$ cat src/rtl/scs_pkg.sv
package scs_pkg;
  localparam int DEF_DATA_W    = 32;
  localparam int DEF_CNT_BITS  = 7;
  localparam int DEF_CNT_REG_W = 32;

  typedef enum logic [1:0] {
    DIR_HOLD  = 2'd0,
    DIR_LEFT  = 2'd1,
    DIR_RIGHT = 2'd2
  } shift_dir_e;
endpackage

$ cat src/rtl/scs_count_decode.sv
module scs_count_decode
  import scs_pkg::*;
#(
  parameter int CNT_BITS = DEF_CNT_BITS
) (
  input  logic [CNT_BITS-1:0] cnt,
  output shift_dir_e          dir,
  output logic [CNT_BITS-1:0] mag
);
  localparam logic [CNT_BITS-1:0] MAX_POS = {1'b0, {(CNT_BITS-1){1'b1}}};

  logic neg;
  assign neg = cnt[CNT_BITS-1];

  // Two's-complement magnitude; the most negative value maps to 2^(CNT_BITS-1).
  assign mag = neg ? (~cnt + 1'b1) : cnt;

  always_comb begin
    if (cnt == '0)  dir = DIR_HOLD;
    else if (neg)   dir = DIR_RIGHT;
    else            dir = DIR_LEFT;
  end

  always_comb begin
    assert_dir_mag_R1 : assert ((dir == DIR_HOLD) == (mag == '0));
    if (dir == DIR_LEFT)
      assert_left_range_R1 : assert (mag <= MAX_POS);
  end
endmodule

$ cat src/rtl/scs_barrel.sv
module scs_barrel #(
  parameter int XW   = 33,
  parameter int AW   = 7,
  parameter bit LEFT = 1'b1
) (
  input  logic [XW-1:0] din,
  input  logic [AW-1:0] amt,
  output logic [XW-1:0] dout
);
  logic [XW-1:0] st [0:AW];

  assign st[0] = din;

  for (genvar k = 0; k < AW; k++) begin : g_stage
    localparam int SH = 1 << k;
    if (SH >= XW) begin : g_full
      if (LEFT) begin : g_l
        assign st[k+1] = amt[k] ? '0 : st[k];
      end else begin : g_r
        assign st[k+1] = amt[k] ? {XW{st[k][XW-1]}} : st[k];
      end
    end else begin : g_part
      if (LEFT) begin : g_l
        assign st[k+1] = amt[k] ? {st[k][XW-1-SH:0], {SH{1'b0}}} : st[k];
      end else begin : g_r
        assign st[k+1] = amt[k] ? {{SH{st[k][XW-1]}}, st[k][XW-1:SH]} : st[k];
      end
    end
  end

  assign dout = st[AW];

  always_comb begin
    if (amt == '0)
      assert_zero_amt_pass_R7 : assert (dout == din);
  end
endmodule

$ cat src/rtl/scs_flags.sv
module scs_flags #(
  parameter int DATA_W = 32
) (
  input  logic [DATA_W-1:0] res,
  output logic              neg,
  output logic              zero
);
  assign neg  = res[DATA_W-1];
  assign zero = (res == '0);
endmodule

$ cat src/rtl/signed_count_shifter.sv
module signed_count_shifter
  import scs_pkg::*;
#(
  parameter int DATA_W    = DEF_DATA_W,
  parameter int CNT_BITS  = DEF_CNT_BITS,
  parameter int CNT_REG_W = DEF_CNT_REG_W
) (
  input  logic                 clk,
  input  logic                 rst,
  input  logic                 in_valid,
  input  logic [DATA_W-1:0]    in_operand,
  input  logic [CNT_REG_W-1:0] in_count,
  output logic                 out_valid,
  output logic [DATA_W-1:0]    out_result,
  output logic                 out_carry,
  output logic                 out_neg,
  output logic                 out_zero
);
  localparam int XW = DATA_W + 1;
  localparam logic [CNT_BITS-1:0] FULL = CNT_BITS'(DATA_W);

  logic unused_cnt_hi;
  assign unused_cnt_hi = ^in_count[CNT_REG_W-1:CNT_BITS];

  shift_dir_e          dir;
  logic [CNT_BITS-1:0] mag;

  scs_count_decode #(.CNT_BITS(CNT_BITS)) u_dec (
    .cnt (in_count[CNT_BITS-1:0]),
    .dir (dir),
    .mag (mag)
  );

  // Left: carry slot above bit DATA_W-1. Right: carry slot below bit 0.
  logic [XW-1:0] lft_out, rgt_out;

  scs_barrel #(.XW(XW), .AW(CNT_BITS), .LEFT(1'b1)) u_lft (
    .din  ({1'b0, in_operand}),
    .amt  (mag),
    .dout (lft_out)
  );

  scs_barrel #(.XW(XW), .AW(CNT_BITS), .LEFT(1'b0)) u_rgt (
    .din  ({in_operand, 1'b0}),
    .amt  (mag),
    .dout (rgt_out)
  );

  logic [DATA_W-1:0] nxt_res;
  logic              nxt_carry;

  always_comb begin
    unique case (dir)
      DIR_LEFT: begin
        nxt_res   = lft_out[DATA_W-1:0];
        nxt_carry = lft_out[XW-1];
      end
      DIR_RIGHT: begin
        nxt_res   = rgt_out[XW-1:1];
        nxt_carry = rgt_out[0];
      end
      default: begin
        nxt_res   = in_operand;
        nxt_carry = out_carry;
      end
    endcase
  end

  logic nxt_neg, nxt_zero;

  scs_flags #(.DATA_W(DATA_W)) u_flg (
    .res  (nxt_res),
    .neg  (nxt_neg),
    .zero (nxt_zero)
  );

  always_ff @(posedge clk) begin
    if (rst) begin
      out_valid  <= 1'b0;
      out_result <= '0;
      out_carry  <= 1'b0;
      out_neg    <= 1'b0;
      out_zero   <= 1'b0;
    end else begin
      out_valid <= in_valid;
      if (in_valid) begin
        out_result <= nxt_res;
        out_carry  <= nxt_carry;
        out_neg    <= nxt_neg;
        out_zero   <= nxt_zero;
      end
    end
  end

  assert_valid_rise_R9 : assert property (@(posedge clk) disable iff (rst)
    in_valid |=> out_valid);
  assert_valid_fall_R9 : assert property (@(posedge clk) disable iff (rst)
    !in_valid |=> (!out_valid && $stable(out_result) && $stable(out_carry)));
  assert_flags_R8 : assert property (@(posedge clk) disable iff (rst)
    out_valid |-> (out_neg == out_result[DATA_W-1] && out_zero == (out_result == '0)));
  assert_hold_R7 : assert property (@(posedge clk) disable iff (rst)
    (in_valid && dir == DIR_HOLD) |=>
      (out_result == $past(in_operand) && out_carry == $past(out_carry)));
  assert_left_sat_R6 : assert property (@(posedge clk) disable iff (rst)
    (in_valid && dir == DIR_LEFT && mag >= FULL) |=> (out_result == '0));
  assert_right_sat_R6 : assert property (@(posedge clk) disable iff (rst)
    (in_valid && dir == DIR_RIGHT && mag >= FULL) |=>
      (out_result == {DATA_W{$past(in_operand[DATA_W-1])}}));
  assert_left_carry_R3 : assert property (@(posedge clk) disable iff (rst)
    (in_valid && dir == DIR_LEFT && mag > FULL) |=> !out_carry);
  assert_right_carry_R5 : assert property (@(posedge clk) disable iff (rst)
    (in_valid && dir == DIR_RIGHT && mag >= FULL) |=>
      (out_carry == $past(in_operand[DATA_W-1])));
endmodule

$ cat config.mk
export PLATFORM = sky130hd
export DESIGN_NAME = signed_count_shifter
export DESIGN_NICKNAME = d
export VERILOG_FILES = /design/src/rtl/scs_pkg.sv /design/src/rtl/scs_count_decode.sv /design/src/rtl/scs_barrel.sv /design/src/rtl/scs_flags.sv /design/src/rtl/signed_count_shifter.sv
export SDC_FILE = /design/constraint.sdc
export NUM_CORES = 1
export LEC_CHECK = 0
export ABC_CLOCK_PERIOD_IN_PS = 12600
export BUFFER_PORTS_ARGS = -buffer_cell sky130_fd_sc_hd__buf_2
export CAP_MARGIN = 20
export CORE_MARGIN = 1
export CORE_UTILIZATION = 35
export CTS_BUF_LIST = sky130_fd_sc_hd__clkbuf_2 sky130_fd_sc_hd__clkbuf_4 sky130_fd_sc_hd__clkbuf_8
export CTS_CLUSTER_SIZE = 8
export DETAILED_ROUTE_END_ITERATION = 6
export GPL_TIMING_DRIVEN = 0
export PLACE_DENSITY_LB_ADDON = 0.12
export SYNTH_ARGS = -nofsm -noshare
export SYNTH_HDL_FRONTEND = slang
export SYNTH_SLANG_ARGS = --single-unit
$ cat constraint.sdc
create_clock -name clk -period 12.6 [get_ports clk]
set_input_delay 2.52 -clock clk [delete_from_list [all_inputs] [get_ports clk]]
set_output_delay 2.52 -clock clk [all_outputs]
set_load 0.01 [all_outputs]
==> run summary, run 1 <==
CTS Sinks = 35
Synth Net Count = 824
Count of state elements after synthesis = 35
Post-DP HPWL = 27.78 mm
Inserted Diodes = 0
Final WL = 36.31 mm
Initial Util = 0.3623
GPL Wtd Cong = 1.110
CTS H-tree depth = 2
Largest net degree at the start of global routing = 12
CP Buf/Inv Count = 8
Die Height = 130.9 um
Minimum clock period = 9.088 ns
Final hold violation count = 0
Hold worst-path end = out_result[19]
Post-synth EDFFs = 0
Capture point of the worst reg-to-reg path = out_result[4]
Mapped Cells = 756
Placed cell count = 1,040
Vias = 7,594
Finished Layout Cells = 1,048
Busiest grt layer = met2
Slew @ Worst Pin = 1.175 ns
Hold path start = out_result[19]
# fillers = 1,681
Power Dens Cells = 94.92 nW/um^2
HP Class = flip-flop to flip-flop
Vias in the first global route = 6,976
Clock Tree Buf Depth = 2
Site Rows = 46
Setup bufs post-CTS = 0
Crit path cell chain = buf_2, buf_6, inv_1, buf_2, clkbuf_1, buf_1, ha_1, mux2i_1, clkbuf_1, clkbuf_1, mux4_2, mux2i_1, a211oi_1, a211oi_1, and4_1, and4_1, nand4_1, o32ai_2
VDD IR-drop max = 60.01 uV
TritonCTS clock tree = done
Worst EP required = 12.82 ns
Most frequent cell after synthesis = nor2_1
Top post-synthesis cells by count = 100 x nor2_1, 97 x mux2i_1, 63 x nand2_1
Fin util = 0.4077
Final worst slack = 3.512 ns
Clock latency on the worst-skew pair = 0.30 ns
Max FO, Critical Path = 10
Reg-to-reg slack, setup = 11.86 ns
Drt drc = 0
Async set-or-reset flop fraction in the synthesized netlist = 0
Max Slew Vio Count = 0
Vias per Instance = 7.246
Crit end category = flip-flop
Synth unique cells = 70
Largest cells by area after synthesis = mux2i_1 17%, mux4_2 15%, dfxtp_1 12%
IO Pins = 103
Setup violators final = 0
Layout cells sized above 1 = 0.1935
Status = finished, final reports clean
Post-synthesis area per instance = 7.696 um^2
Clock slew at reported path FFs = 0.08 ns
Post-route setup TNS = 0 ns
Area Overhead vs Synth = 12.52%
Layout Skew = 0 ns
Pre-Repair DR Iteration Count = 5
Area of the mapped netlist = 5818 um^2
Rel. slew slack = 0.2135
Antenna-violating nets left = 0
Seq/Total Area, Yosys = 0.1204
CP top delay family = buffers and inverters
Antenna violations before repair = 1
Yosys Warn Count = 0
Die width = 130.9 um
Slowest cell on the critical path = mux2i_1
Share of the synthesized area in the top cell type = 0.1669
Setup WS pre-CTS = 3.601 ns
Met3 usage = 0.1148
Critical path arrival = 9.31 ns
Worst Hold Slack = 0.4791 ns
Die Area = 17,140 um^2
RSZ-0062 raised after global routing = false
Synth Flop Type = dfxtp_1
Hold Buf Count CTS = 0
CP max stage delay = 0.75 ns
1st-iter DRT viols = 1,097
Tcrit/Tclk final = 0.7213
Worst path most repeated cell = clkbuf_1
First-pass GRT wire length = 50.93 mm
FF-to-FF Start = out_result[4]
Total CTS buffers = 5
Worst Hold Path Cells = 2
R2r worst-path depth = 2
GR met1 Demand/Resource = 0.5713
Cts repair resizes = 0
Clock Tree Root = clkbuf_8
Met2 Resource Use GR = 0.6184
Port bufs = 67
Lkg Pwr = 2.635 nW
GRT Util Overall = 0.4296
Achievable Freq = 110.0 MHz
Core ar. = 16,060 um^2
WL/cell = 34.64 um
CP Launch Type = input port
Grt total ovfl = 0
Nets = 899
Setup CP Type = input port to flip-flop
Max-cap viol count = 0
Synth area leader = mux2i_1
[metal layers]
layer	vias to the layer above	share of wire	wire length, um
met5	-	0	0
met2	707	0.41	14760
met1	3661	0.39	14130
met4	0	0.076	2763
li1	3056	-	-
met3	170	0.13	4648
[worst max path at each step]
stage	startpoint	to	slack [ns]	depth (start not counted)
finish	in_count[0]	out_zero	3.51	18
global route	in_count[0]	out_zero	3.52	18
floorplan	in_count[0]	out_zero	5.71	18
CTS	in_count[0]	out_zero	3.88	18
global placement	in_count[0]	out_zero	3.54	18
detailed placement	in_count[0]	out_zero	3.60	18
[placed cells by master (no fill, tap or decap), types with 6 or more instances in the layout]
cell type  instances
a211oi_1          31
a21oi_1           44
a221oi_1           7
a31oi_1           10
and4_1             6
buf_1             13
buf_2             90
clkbuf_1          38
clkbuf_8           6
dfxtp_1           35
inv_1             11
mux2_2             9
mux2i_1           97
mux4_2            40
nand2_1           63
nand2b_1           6
nand3_1           35
nor2_1           100
nor3_1            23
o211ai_1           9
o21ai_0           45
o22ai_1           12
or3_1              8
[final cells by class]
type                       count  area (um^2)  share of cell area
buffer                        77        342.8             0.05237
clock inverter                 2        35.03            0.005352
timing repair buffer          68        340.3             0.05199
sequential                    35        700.7              0.1070
inverter                      11        41.29            0.006307
tap                          216        270.3             0.04128
multi-input combinational    633         4733              0.7231
clock buffer                   6        82.58             0.01261
[cell families after synthesis]
logic type	Yosys count	share of synthesized area
AOI/OAI and AO/OA	208	0.2424
muxes	146	0.3391
xor gates and xnor gates	4	0.008604
and+or+nand+nor	274	0.2213
buffers and inverters	88	0.06602
adders and majority gates	1	0.002150
DFF	35	0.1204
[power by group]
part | switching, mW | internal (mW)
Sequential | 0.00403 | 0.119
Clock | 0.0442 | 0.0640
Combinational | 0.267 | 0.124
Total | 0.315 | 0.306
[flip-flops by register name, summed over array words and instances (netlist names)]
register / count
out_carry: 1
out_result: 32
out_valid: 1
out_zero: 1
[tightest hold or removal path, cell delays in order (launching register included)]
cell and delay [ns]:
dfxtp_1 0.31, nand2b_1 0.06, a21oi_1 0.06
[stage by stage]
step / instance area, um^2 / power, mW
floorplan: 5818 / 0.3457
global placement: 6424 / 0.4918
detailed placement: 6429 / 0.4911
CTS: 6546 / 0.5983
global route: 6546 / 0.6351
finish: 6546 / 0.6213
(Power assumes the default switching activity.)
==> inputs of run 2 (changes only) <==
ABC_AREA = 1   (was unset)
ABC_CLOCK_PERIOD_IN_PS = 8600   (was 12600)
clock period = 8.6 ns   (was 12.6 ns; I/O delays follow)
==> run 2 against run 1 <==
Effect of this change:
- flip-flop and latch count unchanged
- clock power increased by 47%
- combinational power increased by 26%
- register-to-register slack got worse by 3.9 ns
- die area decreased by 4.4%
- sequential power increased by 47%
- largest power group unchanged
==> run summary, run 2 <==
Clock slew at reported path FFs = 0.07 ns (about the same)
Max-cap viol count = 0 (unchanged)
CP max stage delay = 0.29 ns (-0.46 ns)
CP Launch Type = input port
Layout Skew = 0 ns (unchanged)
Finished Layout Cells = 1,454 (+39%)
Crit end category = flip-flop
Largest cells by area after synthesis = nand2_1 42%, nand3_1 15%, dfxtp_1 13%
Minimum clock period = 4.711 ns
Most frequent cells in the layout = 618 x nand2_1, 164 x nand3_1, 112 x buf_2, 71 x inv_1, 63 x nor2_1
Lkg Pwr = 3.782 nW (+44%)
Nets = 1,310 (+46%)
Post-route setup TNS = 0 ns (unchanged)
Most common cell after layout, fill and taps aside = nand2_1
Post-DP HPWL = 23.81 mm (-14%)
Worst path most repeated cell = nand2_1
Largest Register = out_result
Synth area leader = nand2_1
GRT Util Overall = 0.3497 (-0.07985)
Die Height = 128.0 um (-2.2%)
Most frequent cell after synthesis = nand2_1
Port bufs = 76 (+13%)
Synth Flop Type = dfxtp_1
Setup violators final = 0 (unchanged)
Power Dens Cells = 131.9 nW/um^2 (+39%)
Clock Tree Buf Depth = 2 (unchanged)
Yosys Warn Count = 0 (unchanged)
Worst EP required = 8.83 ns (-3.99 ns)
Tcrit/Tclk final = 0.5478
Layout cells sized above 1 = 0.1239 (-0.06962)
Crit path cell chain = buf_2, inv_2, buf_2, ha_1, inv_1, nand2_1, nand2_2, buf_2, nand2_1, nand2_1, nand2_1, nand2_1, nand2_1, nand2_1, nand2_1, nand3_1, nand2_1, nor2_1, nand2_1, nor2_1, nand2_1, nor2_1, nand2_1, a21oi_1
Antenna violations before repair = 0 (-1)
Clock Tree Root = clkbuf_8
Placed cell count = 1,446 (+39%)
Worst Hold Path Cells = 2 (unchanged)
RSZ-0062 raised after global routing = false
Cts repair resizes = 0 (unchanged)
Async set-or-reset flop fraction in the synthesized netlist = 0 (unchanged)
Synth unique cells = 28 (-60%)
Rel. slew slack = 0.5486 (+0.3351)
Max FO, Critical Path = 10 (unchanged)
Total CTS buffers = 5 (unchanged)
Die width = 128.0 um (-2.2%)
TritonCTS clock tree = done
IO Pins = 103 (unchanged)
Hold Buf Count CTS = 0 (unchanged)
CTS Sinks = 35 (unchanged)
Post-synth EDFFs = 0 (unchanged)
GPL Wtd Cong = 1.012 (-8.8%)
Post-synthesis area per instance = 4.795 um^2 (-38%)
Final hold violation count = 0 (unchanged)
Achievable Freq = 212.3 MHz
Final WL = 28.42 mm (-22%)
Fin util = 0.4112 (+0.003485)
Top post-synthesis cells by count = 618 x nand2_1, 164 x nand3_1, 71 x inv_1
WL/cell = 19.55 um (-44%)
Setup CP Type = input port to flip-flop
Clock latency on the worst-skew pair = 0.29 ns (about the same)
Count of state elements after synthesis = 35 (unchanged)
Max Slew Vio Count = 0 (unchanged)
Final instance area = 6320 um^2 (-3.5%)
Share of the synthesized area in the top cell type = 0.4174 (+0.2505)
Inserted Diodes = 0 (unchanged)
Initial Util = 0.3616 (-0.0007397)
Vias in the first global route = 7,148 (+2.5%)
First-pass GRT wire length = 41.96 mm (-18%)
Reg-to-reg slack, setup = 7.94 ns (-3.92 ns)
Slew @ Worst Pin = 0.6771 ns (-0.4983 ns)
Max reg flops = 32 (unchanged)
CTS H-tree depth = 2 (unchanged)
Area of the mapped netlist = 5558 um^2 (-4.5%)
Setup WS pre-CTS = 3.714 ns (+0.1132 ns)
Pre-Repair DR Iteration Count = 6 (+1)
Setup bufs post-CTS = 0 (unchanged)
1st-iter DRT viols = 989 (-9.8%)
Synth Net Count = 1,227 (+49%)
Site Rows = 45 (-2.2%)
Antenna-violating nets left = 0 (unchanged)
Vias per Instance = 5.469 (-25%)
Slowest cell on the critical path = buf_2
Critical path arrival = 4.94 ns (-4.37 ns)
Seq/Total Area, Yosys = 0.1261 (+0.005639)
Status = finished, final reports clean
Mapped Cells = 1,159 (+53%)
VDD IR-drop max = 74.21 uV (+24%)
Area Overhead vs Synth = 13.71%
Core ar. = 15,370 um^2 (-4.3%)
Placed Area = 6202 um^2 (-3.5%)
Die Area = 16,390 um^2 (-4.4%)
Grt total ovfl = 0 (unchanged)
Drt drc = 0 (unchanged)
R2r worst-path depth = 4 (+2)
Largest net degree at the start of global routing = 12 (unchanged)
HP Class = flip-flop to flip-flop
Final worst slack = 3.889 ns (+0.3768 ns)
Vias = 7,952 (+4.7%)
## run 2: changes by cell type in the layout (fill, tap and decap cells not counted), sizes merged, moves of 22 or more
| cell | delta |
|---|---|
| nand2 | +561 |
| nand3 | +130 |
| mux2i | -97 |
| inv | +64 |
| mux4 | -40 |
| nor2 | -36 |
| a211oi | -31 |
| buf | +29 |
| clkbuf | -23 |
| nor3 | -22 |
## run 2: cell families (layout without fill, tap and decap cells)
| logic type | Yosys count | count (layout) | share of synthesized area |
|---|---|---|---|
| compound gates | 115 | 115 | 0.1207 |
| flops | 35 | 35 | 0.1261 |
| simple gates | 856 | 856 | 0.6204 |
| fa+ha+maj | 1 | 1 | 0.002251 |
| buf+inv | 152 | 236 | 0.1306 |
## run 2: final cells by class
cell class / count / area, um^2
Fill cell: 1867 / 9051
Multi-Input combinational cell: 972 / 4131
Sequential cell: 35 / 700.7
Buffer: 75 / 435.4
Timing Repair Buffer: 76 / 380.4
Inverter: 77 / 290.3
Tap cell: 211 / 264.0
Clock buffer: 6 / 82.58
Clock inverter: 2 / 35.03
## run 2: per-layer routing
| metal | global-route usage | up-vias | share of wire |
|---|---|---|---|
| met3 | 0.07137 | 74 | 0.11 |
| met2 | 0.4965 | 440 | 0.39 |
| li1 | - | 3853 | - |
| met5 | 0 | - | 0 |
| met4 | 0.1820 | 0 | 0.059 |
| met1 | 0.4930 | 3585 | 0.44 |
## run 2: power breakdown
| part | internal, mW | switching, mW |
|---|---|---|
| Sequential | 0.175 | 0.00653 |
| Combinational | 0.143 | 0.350 |
| Clock | 0.0938 | 0.0653 |
## run 2: stage by stage
| stage | hold WS [ns] | power, mW |
|---|---|---|
| 2_1_floorplan | 0.4839 | 0.4957 |
| 3_3_place_gp | 0.4573 | 0.6630 |
| 3_5_place_dp | 0.4617 | 0.6593 |
| 4_1_cts | 0.4786 | 0.8193 |
| 5_1_grt | 0.5067 | 0.8842 |
| 6_report | 0.4788 | 0.8337 |
## run 2: worst max-delay path, delay by kind of cell
family,cells,cell delay (ns)
compound gates,1,0.13
fa+ha+maj,1,0.27
simple gates,17,1.89
buf+inv,5,0.92
## run 2: worst paths after layout
kind,start,endpoint
worst min register to register,out_zero,out_zero
worst max register to register,out_result[11],out_result[11]
worst max-delay path,in_count[0],out_zero
worst min-delay path,out_zero,out_zero
==> inputs of run 3 (changes only) <==
ABC_AREA = 0   (was 1)
ABC_CLOCK_PERIOD_IN_PS = 4700   (was 8600)
clock period = 4.7 ns   (was 8.6 ns; I/O delays follow)
==> run 3 against run 2 <==
Effect of this change:
- utilization grew 2.7 points
- total power grew 110%
- routed wire length is 24% higher
- sequential share of layout area shrank 1.1 points
- non-clock buffer count grew 12
- clock-buffer cell count did not move
- flip-flop and latch count unchanged
- die area rose by 4.6%
- clock power rose by 83%
- global-route usage rose by 6.8 points
==> run summary, run 3 (synthesized netlist as in run 1, its figures left out) <==
Most common cell after layout, fill and taps aside = nor2_1
Post-route setup TNS = 0 ns (unchanged)
Fin util = 0.4382 (+0.02706)
Largest net degree at the start of global routing = 14 (+2)
Vias per Instance = 7.174 (+31%)
Setup violators final = 0 (unchanged)
Tot Pwr = 1.733 mW (+110%)
Max-cap viol count = 0 (unchanged)
Slew @ Worst Pin = 1.111 ns (+0.4340 ns)
Max reg flops = 32 (unchanged)
Post-DP HPWL = 27.15 mm (+14%)
Sw Ratio = 0.4921 (-0.01388)
Worst path most repeated cell = buf_12
Core ar. = 16,060 um^2 (+4.5%)
Inserted Diodes = 0 (unchanged)
Antenna violations before repair = 1 (+1)
Internal power = 0.8799 mW (+110%)
Status = finished, final reports clean
Net Sw Power = 0.8526 mW (+100%)
1st-iter DRT viols = 1,205 (+22%)
Drt drc = 0 (unchanged)
Achievable Freq = 214.3 MHz
Vias = 7,648 (-3.8%)
Nets = 917 (-30%)
IO Pins = 103 (unchanged)
First-pass GRT wire length = 50.07 mm (+19%)
Clock latency on the worst-skew pair = 0.29 ns (about the same)
Max Slew Vio Count = 0 (unchanged)
Setup WS pre-CTS = -1.593 ns (-5.308 ns)
Die width = 130.9 um (+2.3%)
Layout Skew = 0 ns (unchanged)
Antenna-violating nets left = 0 (unchanged)
Port bufs = 67 (-12%)
VDD IR-drop max = 137.4 uV (+85%)
GPL Wtd Cong = 1.048 (+3.6%)
Final WL = 35.18 mm (+24%)
Grt total ovfl = 0 (unchanged)
Tcrit/Tclk final = 0.9930
CP Launch Type = input port
Final hold violation count = 0 (unchanged)
Rel. slew slack = 0.2565 (-0.2921)
Die Height = 130.9 um (+2.3%)
CP Buf/Inv Count = 6 (+1)
Total CTS buffers = 5 (unchanged)
Placed Area = 6462 um^2 (+4.2%)
Pre-Repair DR Iteration Count = 6 (unchanged)
Vias in the first global route = 7,093 (-0.77%)
Lkg Pwr = 2.856 nW (-24%)
WL/cell = 33.00 um (+69%)
Die Area = 17,140 um^2 (+4.6%)
Clock slew at reported path FFs = 0.08 ns (about the same)
Minimum clock period = 4.667 ns
Layout cells sized above 1 = 0.2741 (+0.1502)
Power Dens Cells = 246.2 nW/um^2 (+87%)
GRT Util Overall = 0.4172 (+0.06752)
Clock Power Share = 0.168 (-0.023)
Crit end category = flip-flop
Clock Tree Buf Depth = 2 (unchanged)
TritonCTS clock tree = done
Worst EP required = 4.91 ns (-3.92 ns)
Crit path cell chain = buf_12, buf_12, inv_4, buf_12, buf_12, ha_4, mux2_4, buf_12, mux2i_1, mux2i_2, mux2_2, nor2_1, or4b_4, or4_4, nor4b_4, nand4_1, o32ai_2
Max FO, Critical Path = 11 (+1)
CTS Sinks = 35 (unchanged)
Most frequent cells in the layout = 99 x nor2_1, 90 x mux2i_1, 83 x buf_2, 61 x nand2_1, 44 x a21oi_1
HP Class = flip-flop to flip-flop
Site Rows = 46 (+2.2%)
CP top delay family = simple AND/OR/NAND/NOR gates
Logic pwr share = 0.642 (+0.050)
Final worst slack = 0.03274 ns (-3.856 ns)
Slowest cell on the critical path = or4b_4
CTS H-tree depth = 2 (unchanged)
Critical path arrival = 4.88 ns (-0.06 ns)
Area Overhead vs Synth = 20.95%
Largest Register = out_result
Clock Tree Root = clkbuf_8
Initial Util = 0.3623 (+0.0007397)
CP max stage delay = 0.60 ns (+0.31 ns)
Setup CP Type = input port to flip-flop
Final instance area = 7037 um^2 (+11%)
Sequential share of power = 0.190 (-0.028)
run 3: cell count changes in the layout (fill, tap and decap cells not counted), sizes merged, moves of 22 or more:
cell and change:
nor2 +36, mux4 +40, inv -64, nand3 -130, nor3 +22, clkbuf +25
mux2i +97, nand2 -561, a211oi +31
run 3: worst min-delay path, cell delays in order, from the launching register on:
cell and delay [ns]:
dfxtp_1 0.31, nor2_1 0.08, nor3_1 0.05
run 3: cell type report:
| class | instances | area, um^2 |
|---|---|---|
| Buffer | 74 | 459.2 |
| Clock buffer | 6 | 82.58 |
| Clock inverter | 2 | 35.03 |
| Fill cell | 1709 | 9021 |
| Inverter | 11 | 43.79 |
| Multi-Input combinational cell | 633 | 4949 |
| Sequential cell | 35 | 700.7 |
| Tap cell | 216 | 270.3 |
| Timing Repair Buffer | 89 | 496.7 |
run 3: timing repair:
action | CTS | global route
resized for setup | 53 | 38
setup endpoints to repair | 32 | 2
hold buffers | 0 | 0
buffers inserted | 11 | 10
hold endpoints to repair | 0 | 0
pin swaps | 8 | 12
run 3: final timing paths:
kind                   from             end  slack, ns  depth (start not counted)
max reg2reg  out_result[22]  out_result[22]       3.94                          2
min reg2reg  out_result[12]  out_result[12]       0.48                          2
min          out_result[12]  out_result[12]       0.48                          2
max             in_count[0]        out_zero       0.03                         17
run 3: per-layer routing:
layer	wire, um	track usage	up-vias
met3	4965	0.1511	157
met5	13	0	-
li1	-	-	3105
met4	2600	0.2698	2
met2	14180	0.5755	710
met1	13420	0.5443	3674
run 3: power groups by stage:
stage,registers [mW],clock network [mW],logic [mW]
2_1_floorplan,0.347,0,0.583
3_3_place_gp,0.335,0,0.977
3_5_place_dp,0.336,0,0.966
4_1_cts,0.329,0.294,1.02
5_1_grt,0.332,0.309,1.14
6_report,0.330,0.291,1.11
run 3: metrics by stage:
step	hold slack [ns]	cells
2_1_floorplan	0.4943	756
3_3_place_gp	0.4659	1039
3_5_place_dp	0.4703	1040
4_1_cts	0.4831	1057
5_1_grt	0.5038	1066
6_report	0.4843	1066
